## config.mk

```make
export PLATFORM = sky130hd
export DESIGN_NAME = mlb_sequencer
export DESIGN_NICKNAME = d
export VERILOG_FILES = /design/src/rtl/mlb_pkg.sv /design/src/rtl/mlb_beat_ctrl.sv /design/src/rtl/mlb_lane_map.sv /design/src/rtl/mlb_rmw_merge.sv /design/src/rtl/mlb_sequencer.sv
export SDC_FILE = /design/constraint.sdc
export NUM_CORES = 1
export LEC_CHECK = 0
export CAP_MARGIN = 10
export CELL_PAD_IN_SITES_DETAIL_PLACEMENT = 0
export CELL_PAD_IN_SITES_GLOBAL_PLACEMENT = 1
export CORE_UTILIZATION = 43
export CTS_BUF_LIST = sky130_fd_sc_hd__clkbuf_4 sky130_fd_sc_hd__clkbuf_8
export DETAILED_ROUTE_END_ITERATION = 6
export PLACE_DENSITY = 0.84
export SLEW_MARGIN = 20
export SYNTH_ARGS = -nofsm -noshare
export SYNTH_HDL_FRONTEND = slang
export SYNTH_HIERARCHICAL = 1
export SYNTH_SLANG_ARGS = --single-unit
```

## constraint.sdc

```tcl
create_clock -name clk -period 4.68 [get_ports clk]
set_input_delay 0.702 -clock clk [delete_from_list [all_inputs] [get_ports clk]]
set_output_delay 0.702 -clock clk [all_outputs]
set_load 0.1 [all_outputs]
```

## src/rtl/mlb_pkg.sv

```systemverilog
package mlb_pkg;

    localparam int LANE_W = 16;

    typedef enum logic [1:0] {
        OP_READ  = 2'b00,
        OP_WRITE = 2'b01,
        OP_RMW   = 2'b10,
        OP_RSVD  = 2'b11
    } op_e;

    typedef enum logic [1:0] {
        ST_IDLE,
        ST_TURN,
        ST_ADDR,
        ST_DATA
    } st_e;

    typedef struct packed {
        logic ale;
        logic oe;
        logic wr;
    } bus_ctl_t;

    // bytes carried by one beat, given port width and bytes still to move
    function automatic logic beat_is_pair(logic wide, int unsigned left);
        return wide && (left >= 2);
    endfunction

endpackage

```

## src/rtl/mlb_beat_ctrl.sv

```systemverilog
module mlb_beat_ctrl
    import mlb_pkg::*;
#(
    parameter int ADDR_W    = 16,
    parameter int MAX_BYTES = 8,
    parameter int CNT_W     = $clog2(MAX_BYTES + 1)
) (
    input  logic              clk,
    input  logic              rst,
    input  logic              start,
    input  op_e               op,
    input  logic              wide,
    input  logic [ADDR_W-1:0] addr,
    input  logic [CNT_W-1:0]  len,
    output bus_ctl_t          ctl,
    output logic              busy,
    output logic              done,
    output logic [ADDR_W-1:0] beat_addr,
    output logic [CNT_W-1:0]  idx,
    output logic              pair,
    output logic              in_addr,
    output logic              in_wdata,
    output logic              load_en,
    output logic              cap_en,
    output logic              merge_en
);

    st_e               st_q;
    logic              pass_wr_q;
    op_e               op_q;
    logic              wide_q;
    logic [CNT_W-1:0]  len_q;
    logic [CNT_W-1:0]  idx_q;
    logic [ADDR_W-1:0] base_q;
    logic [ADDR_W-1:0] baddr_q;
    logic              done_q;

    logic [CNT_W-1:0]  left;
    logic [CNT_W-1:0]  step;
    logic [CNT_W-1:0]  idx_nx;
    logic              last_beat;
    logic              oe_now;
    st_e               beat_entry;

    assign left      = len_q - idx_q;
    assign pair      = beat_is_pair(wide_q, int'(left));
    assign step      = pair ? CNT_W'(2) : CNT_W'(1);
    assign idx_nx    = idx_q + step;
    assign last_beat = (idx_nx >= len_q);

    // the master drives the lines in address cycles and write data cycles
    assign oe_now     = (st_q == ST_ADDR) || (st_q == ST_DATA && pass_wr_q);
    // a beat starts straight away only if the lines are driven right now
    assign beat_entry = oe_now ? ST_ADDR : ST_TURN;

    always_ff @(posedge clk) begin
        if (rst) begin
            st_q      <= ST_IDLE;
            pass_wr_q <= 1'b0;
            op_q      <= OP_READ;
            wide_q    <= 1'b0;
            len_q     <= '0;
            idx_q     <= '0;
            base_q    <= '0;
            baddr_q   <= '0;
            done_q    <= 1'b0;
        end else begin
            done_q <= 1'b0;
            unique case (st_q)
                ST_IDLE: begin
                    if (start) begin
                        op_q      <= op;
                        wide_q    <= wide;
                        len_q     <= len;
                        idx_q     <= '0;
                        base_q    <= addr;
                        baddr_q   <= addr;
                        pass_wr_q <= (op == OP_WRITE);
                        st_q      <= beat_entry;
                    end
                end
                ST_TURN: st_q <= ST_ADDR;
                ST_ADDR: st_q <= ST_DATA;
                ST_DATA: begin
                    if (!last_beat) begin
                        idx_q   <= idx_nx;
                        baddr_q <= baddr_q + ADDR_W'(step);
                        st_q    <= beat_entry;
                    end else if (!pass_wr_q && op_q == OP_RMW) begin
                        pass_wr_q <= 1'b1;
                        idx_q     <= '0;
                        baddr_q   <= base_q;
                        st_q      <= beat_entry;
                    end else begin
                        done_q <= 1'b1;
                        st_q   <= ST_IDLE;
                    end
                end
                default: st_q <= ST_IDLE;
            endcase
        end
    end

    assign ctl.ale   = (st_q == ST_ADDR);
    assign ctl.oe    = oe_now;
    assign ctl.wr    = pass_wr_q && (st_q == ST_ADDR || st_q == ST_DATA);
    assign busy      = (st_q != ST_IDLE);
    assign done      = done_q;
    assign beat_addr = baddr_q;
    assign idx       = idx_q;
    assign in_addr   = (st_q == ST_ADDR);
    assign in_wdata  = (st_q == ST_DATA) && pass_wr_q;
    assign load_en   = (st_q == ST_IDLE) && start;
    assign cap_en    = (st_q == ST_DATA) && !pass_wr_q;
    assign merge_en  = cap_en && last_beat && (op_q == OP_RMW);

    // a turnaround cycle is always followed by an address cycle
    assert_turn_then_addr_R5: assert property (@(posedge clk) disable iff (rst)
        (st_q == ST_TURN) |=> (st_q == ST_ADDR));

    // an address cycle follows either a driven cycle or a turnaround
    assert_addr_after_drive_R5: assert property (@(posedge clk) disable iff (rst)
        (st_q == ST_ADDR) |-> ($past(ctl.oe) || $past(st_q == ST_TURN)));

    // a write data cycle is never followed by a turnaround
    assert_no_turn_after_write_R6: assert property (@(posedge clk) disable iff (rst)
        (st_q == ST_DATA && pass_wr_q) |=> (st_q != ST_TURN));

    // byte index stays inside the count during data cycles
    assert_idx_bound_R9: assert property (@(posedge clk) disable iff (rst)
        (st_q == ST_DATA && len_q != '0) |-> (idx_q < len_q));

    // completion is a single-cycle pulse
    assert_done_pulse_R9: assert property (@(posedge clk) disable iff (rst)
        done_q |=> !done_q);

endmodule

```

## src/rtl/mlb_lane_map.sv

```systemverilog
module mlb_lane_map
    import mlb_pkg::*;
#(
    parameter int MAX_BYTES = 8,
    parameter int CNT_W     = $clog2(MAX_BYTES + 1)
) (
    input  logic [8*MAX_BYTES-1:0] wbuf,
    input  logic [8*MAX_BYTES-1:0] rbuf,
    input  logic [CNT_W-1:0]       idx,
    input  logic                   pair,
    input  logic [LANE_W-1:0]      lanes_in,
    output logic [LANE_W-1:0]      lanes_out,
    output logic [8*MAX_BYTES-1:0] rbuf_cap
);

    logic [CNT_W-1:0] idx_odd;
    logic [7:0]       hi_byte;
    logic [7:0]       lo_byte;

    assign idx_odd = idx + CNT_W'(1);

    // pick the outgoing bytes: even one on lanes 0..7, odd one on lanes 8..15
    always_comb begin
        hi_byte = 8'h00;
        lo_byte = 8'h00;
        for (int i = 0; i < MAX_BYTES; i++) begin
            if (CNT_W'(i) == idx) hi_byte = wbuf[8*i +: 8];
            if (pair && CNT_W'(i) == idx_odd) lo_byte = wbuf[8*i +: 8];
        end
    end

    assign lanes_out = {hi_byte, lo_byte};

    // scatter the incoming lanes back into operand order
    for (genvar g = 0; g < MAX_BYTES; g++) begin : g_cap
        assign rbuf_cap[8*g +: 8] =
            (CNT_W'(g) == idx)             ? lanes_in[15:8] :
            (pair && CNT_W'(g) == idx_odd) ? lanes_in[7:0]  :
                                             rbuf[8*g +: 8];
    end

endmodule

```

## src/rtl/mlb_rmw_merge.sv

```systemverilog
module mlb_rmw_merge #(
    parameter int MAX_BYTES = 8
) (
    input  logic [8*MAX_BYTES-1:0] new_bytes,
    input  logic [8*MAX_BYTES-1:0] old_bytes,
    input  logic [MAX_BYTES-1:0]   mask,
    output logic [8*MAX_BYTES-1:0] merged
);

    for (genvar g = 0; g < MAX_BYTES; g++) begin : g_byte
        assign merged[8*g +: 8] = mask[g] ? new_bytes[8*g +: 8] : old_bytes[8*g +: 8];
    end

endmodule

```

## src/rtl/mlb_sequencer.sv

```systemverilog
module mlb_sequencer
    import mlb_pkg::*;
#(
    parameter int ADDR_W    = 16,
    parameter int MAX_BYTES = 8,
    parameter int CNT_W     = $clog2(MAX_BYTES + 1)
) (
    input  logic                   clk,
    input  logic                   rst,
    input  logic                   req_start,
    input  logic [1:0]             req_op,
    input  logic                   req_wide,
    input  logic [ADDR_W-1:0]      req_addr,
    input  logic [CNT_W-1:0]       req_len,
    input  logic [8*MAX_BYTES-1:0] req_wdata,
    input  logic [MAX_BYTES-1:0]   req_mask,
    output logic                   busy,
    output logic                   done,
    output logic [8*MAX_BYTES-1:0] rdata,
    output logic                   bus_ale,
    output logic                   bus_oe,
    output logic                   bus_wr,
    output logic [LANE_W-1:0]      bus_ad_o,
    input  logic [LANE_W-1:0]      bus_ad_i
);

    localparam int DATA_W = 8 * MAX_BYTES;

    bus_ctl_t          ctl;
    logic [ADDR_W-1:0] beat_addr;
    logic [CNT_W-1:0]  idx;
    logic              pair;
    logic              in_addr;
    logic              in_wdata;
    logic              load_en;
    logic              cap_en;
    logic              merge_en;

    logic [DATA_W-1:0]    wbuf_q;
    logic [DATA_W-1:0]    rbuf_q;
    logic [MAX_BYTES-1:0] mask_q;
    logic [DATA_W-1:0]    rbuf_cap;
    logic [DATA_W-1:0]    merged;
    logic [LANE_W-1:0]    wr_lanes;

    mlb_beat_ctrl #(
        .ADDR_W(ADDR_W), .MAX_BYTES(MAX_BYTES), .CNT_W(CNT_W)
    ) u_ctrl (
        .clk      (clk),
        .rst      (rst),
        .start    (req_start),
        .op       (op_e'(req_op)),
        .wide     (req_wide),
        .addr     (req_addr),
        .len      (req_len),
        .ctl      (ctl),
        .busy     (busy),
        .done     (done),
        .beat_addr(beat_addr),
        .idx      (idx),
        .pair     (pair),
        .in_addr  (in_addr),
        .in_wdata (in_wdata),
        .load_en  (load_en),
        .cap_en   (cap_en),
        .merge_en (merge_en)
    );

    mlb_lane_map #(
        .MAX_BYTES(MAX_BYTES), .CNT_W(CNT_W)
    ) u_lanes (
        .wbuf     (wbuf_q),
        .rbuf     (rbuf_q),
        .idx      (idx),
        .pair     (pair),
        .lanes_in (bus_ad_i),
        .lanes_out(wr_lanes),
        .rbuf_cap (rbuf_cap)
    );

    mlb_rmw_merge #(
        .MAX_BYTES(MAX_BYTES)
    ) u_merge (
        .new_bytes(wbuf_q),
        .old_bytes(rbuf_cap),
        .mask     (mask_q),
        .merged   (merged)
    );

    always_ff @(posedge clk) begin
        if (rst) begin
            wbuf_q <= '0;
            rbuf_q <= '0;
            mask_q <= '0;
        end else if (load_en) begin
            wbuf_q <= req_wdata;
            rbuf_q <= '0;
            mask_q <= req_mask;
        end else begin
            if (cap_en)   rbuf_q <= rbuf_cap;
            if (merge_en) wbuf_q <= merged;
        end
    end

    always_comb begin
        if (in_addr)       bus_ad_o = LANE_W'(beat_addr);
        else if (in_wdata) bus_ad_o = wr_lanes;
        else               bus_ad_o = '0;
    end

    assign bus_ale = ctl.ale;
    assign bus_oe  = ctl.oe;
    assign bus_wr  = ctl.wr;
    assign rdata   = rbuf_q;

    // the address strobe only appears while the master drives the lines
    assert_ale_driven_R4: assert property (@(posedge clk) disable iff (rst)
        bus_ale |-> bus_oe);

    // every address cycle is followed by a data cycle without strobe
    assert_addr_then_data_R4: assert property (@(posedge clk) disable iff (rst)
        bus_ale |=> !bus_ale);

    // single-byte write beats keep the low lanes at zero
    assert_low_lanes_zero_R2: assert property (@(posedge clk) disable iff (rst)
        (in_wdata && !pair) |-> (bus_ad_o[7:0] == 8'h00));

    // nothing is driven while idle
    assert_idle_quiet_R9: assert property (@(posedge clk) disable iff (rst)
        !busy |-> (!bus_oe && !bus_ale && !bus_wr));

endmodule

```

==> results.cfg <==
[outcome]
outcome = finished, final reports clean

[cells_and_area]
drive_gt1_share_pct = 14.44
diodes = 0
utilization_pct = 52.96
fillers = 2640
area_growth_syn_to_layout_pct = 19.72
fin_nets = 1632

[logic_synthesis]
synth_area_mm2 = 0.01242
syn_inst = 1378
yosysSeqAreaShare_pct = 29.49
synth_warnings = 6
synthFlopType = dfxtp_1
synth.distinct_cells = 84
synth_fp_nets = 1506
synth_edf_count = 0
avgSynthCellArea_um2 = 9.016
async_reset_ff_share_pct = 0
synth_seq_cells = 183

[timing]
hold_viol_final = 0
fmax_ghz = 0.2223
relSlewSlack_pct = 33.64
setup_viol = 0
rsz0062_at_grt = false
period_share_pct = 96.14
finalSetupTns_ps = 0
fin_crit_ps = 4499
skew_ps = 18.52
whs_ps = 464.8
drv_slew = 0
worstMarginPinSlew_ps = 992.2

[global_routing]
grt_pass1_vias = 10376
grt.total_usage_pct = 28.04
grt_max_degree = 75
overflow = 0
antenna_found_initial = 0
grt_pass1_wl_um = 62420

[route]
via_count = 11140
drc = 0
drt_iter0_drc = 1151
wirelength_um = 41760
via_per_inst = 5.879
ant_nets = 0
firstDrtPassIters = 6
wl_per_cell_um = 22.04

[setup_path]
crit_buf_inv = 4
crit_family = compound AO/OA/AOI/OAI gates
arrival_ps = 3800
end_kind = output port
slowest_delay_ps = 380
critPathKind = register to output port
worstSetupStartpointType = register
slowest_stage = o31a_1
path_cells = inv_1, ha_1, a21o_1, a21oi_2, xnor2_1, o31a_1, buf_6, nor4bb_2, buf_4, o21a_1, a221oi_2, a221oi_2, a22o_1, buf_12
cp_common_cell = a221oi_2
worstPathRequired_ps = 3980
crit_path_max_fanout = 8

[placement]
hpwlAfterDp_um = 29250
gp_congestion = 0.9348
port_buffers = 198

[clock_network]
numCtsBuffers = 17
cts_tree = yes
path_clk_slew_ps = 110
htree_levels = 4
cts_hold_buf = 0
worstSkewPairLatency_ps = 490
cts-root-buf = clkbuf_8
clkSinkCount = 183
clock_path_buffers = 2

[floorplan]
core-area_mm2 = 0.02809
dieArea_mm2 = 0.02958
io-pin-count = 199
start_util_pct = 44.24
rows = 61
die_x_um = 172.0
die_h_um = 172.0

[flow_run]
drv_cap = 0

[power_and_ir_drop]
ir_drop_mv = 0.1699
p_per_area_mw_per_mm2 = 254.2
total_leakage_power_uw = 0.005436

[min_path]
hold_class = register to register
-- cells in the mapped netlist (8+ instances only) --
library cell,n,area share (%)
mux2i_1,208,17
dfxtp_1,183,29
nand2_1,122,3.7
nor2_1,114,3.4
nor2b_1,78,3.9
a211oi_1,77,4.7
a21oi_1,64,2.6
mux2_4,64,7.7
o21ai_0,61,2.5
clkbuf_1,40,1.2
buf_2,33,1.3
inv_1,28,0.85
buf_4,21,1.3
buf_6,20,1.8
a22o_1,17,1.2
or3_1,17,0.86
nand2b_1,12,0.60
o32ai_1,12,0.85
ha_1,11,1.1
mux2_2,11,1.0
nand3_1,11,0.44
o221ai_1,11,0.78
a221oi_2,10,1.2
a21o_1,9,0.54
o21a_1,9,0.54
o211ai_1,8,0.48
-- metal layers --
layer | GRT usage [%] | vias up | part of all wire, %
met2 | 43.16 | 495 | 45
li1 | - | 5211 | -
met3 | 5.493 | 61 | 7.9
met5 | 0 | - | 0
met1 | 38.55 | 5373 | 44
met4 | 10.47 | 0 | 2.7
-- layout by cell type, fill, tap and decap left out, drive strengths merged, types with 4 or more instances in the layout --
| cell | count |
|---|---|
| nor2b | 79 |
| a21oi | 65 |
| o22ai | 7 |
| a21o | 9 |
| a221oi | 14 |
| o21a | 9 |
| nand2b | 12 |
| nand3 | 11 |
| and2 | 6 |
| o221ai | 11 |
| o32ai | 12 |
| ha | 11 |
| mux2 | 75 |
| nor3 | 4 |
| o31a | 4 |
| nand2 | 126 |
| clkdlybuf4s50 | 180 |
| nand4 | 4 |
| clkbuf | 20 |
| a22o | 17 |
| or2 | 7 |
| nor2 | 116 |
| o21ai | 66 |
| o311a | 4 |
| a31oi | 4 |
| mux2i | 208 |
| dfxtp | 183 |
| or3 | 18 |
| a211oi | 77 |
| inv | 36 |
| buf | 58 |
| o211ai | 8 |
-- registers in the layout, summed over array words and instances, names as in the netlist, 2 cells and up --
signal / cells
u_ctrl/base_q: 16
u_ctrl/st_q: 2
u_ctrl/beat_addr: 16
wbuf_q: 64
u_ctrl/idx: 4
u_ctrl/op_q: 2
rdata: 64
u_ctrl/len_q: 4
mask_q: 8
-- cell families (layout without fill, tap and decap cells) --
group           Yosys count  count (layout)  synth area share, %
compound gates          326             326                18.39
fa+ha+maj                14              14                1.591
mux                     285             285                25.85
simple gates            404             404                16.34
flops                   183             183                29.49
buf+inv                 161             300                7.986
xor+xnor                  5               5               0.3525
-- through the flow --
stage / std cells / setup WS [ps] / cell area, µm² / power (µW)
6_report: 1895 / 180.9 / 14870 / 3780
5_1_grt: 1895 / 1.820 / 14870 / 3915
4_1_cts: 1885 / 26.01 / 14760 / 3775
3_5_place_dp: 1853 / 532.1 / 14330 / 2576
3_3_place_gp: 1853 / 584.9 / 14330 / 2566
2_1_floorplan: 1378 / 373.5 / 12420 / 2291
-- final timing paths --
kind,endpoint,slack [ps],cells after the start,from
setup / recovery,bus_ad_o[0],180,14,u_ctrl/idx[1]$_SDFFE_PP0P_
hold / removal,u_ctrl/base_q[0]$_SDFFE_PP0P_,460,2,u_ctrl/base_q[0]$_SDFFE_PP0P_
setup reg to reg,u_ctrl/beat_addr[8]$_SDFFE_PP0P_,390,16,u_ctrl/idx[1]$_SDFFE_PP0P_
hold reg to reg,u_ctrl/base_q[0]$_SDFFE_PP0P_,460,2,u_ctrl/base_q[0]$_SDFFE_PP0P_
-- timing repair --
item / in CTS / in global routing
buffers inserted: 0 / 9
gates cloned: 0 / 1
endpoints found under the setup margin: 1 / 8
pin swaps: 0 / 3
resized for setup: 1 / 7
-- worst register-to-register path, cell delays in order (launching register included) --
cell	delay (ps)
dfxtp_2	340
inv_1	70
ha_1	300
a21o_1	170
a21oi_2	160
xnor2_1	100
buf_4	140
o31ai_1	250
buf_4	180
ha_1	180
fa_1	440
ha_1	290
inv_1	60
o21ai_2	170
a32o_2	650
or2_0	510
o32ai_1	170
-- area by class of cell --
type	count	area (µm²)	share of cell area (%)
Clock buffer	20	262.8	1.766
Clock inverter	12	162.7	1.094
Inverter	30	112.6	0.7571
Multi-Input combinational cell	1034	7834	52.67
Sequential cell	183	3666	24.65
Tap cell	378	473.0	3.180
Timing Repair Buffer	238	2364	15.89
-- where the power goes --
part	total, µW	internal, µW	switching (µW)
clock network	1220	566	649
registers	1800	1650	147
logic	769	341	428
total	3780	2560	1220
No activity file was read; power rests on OpenSTA's default activity.
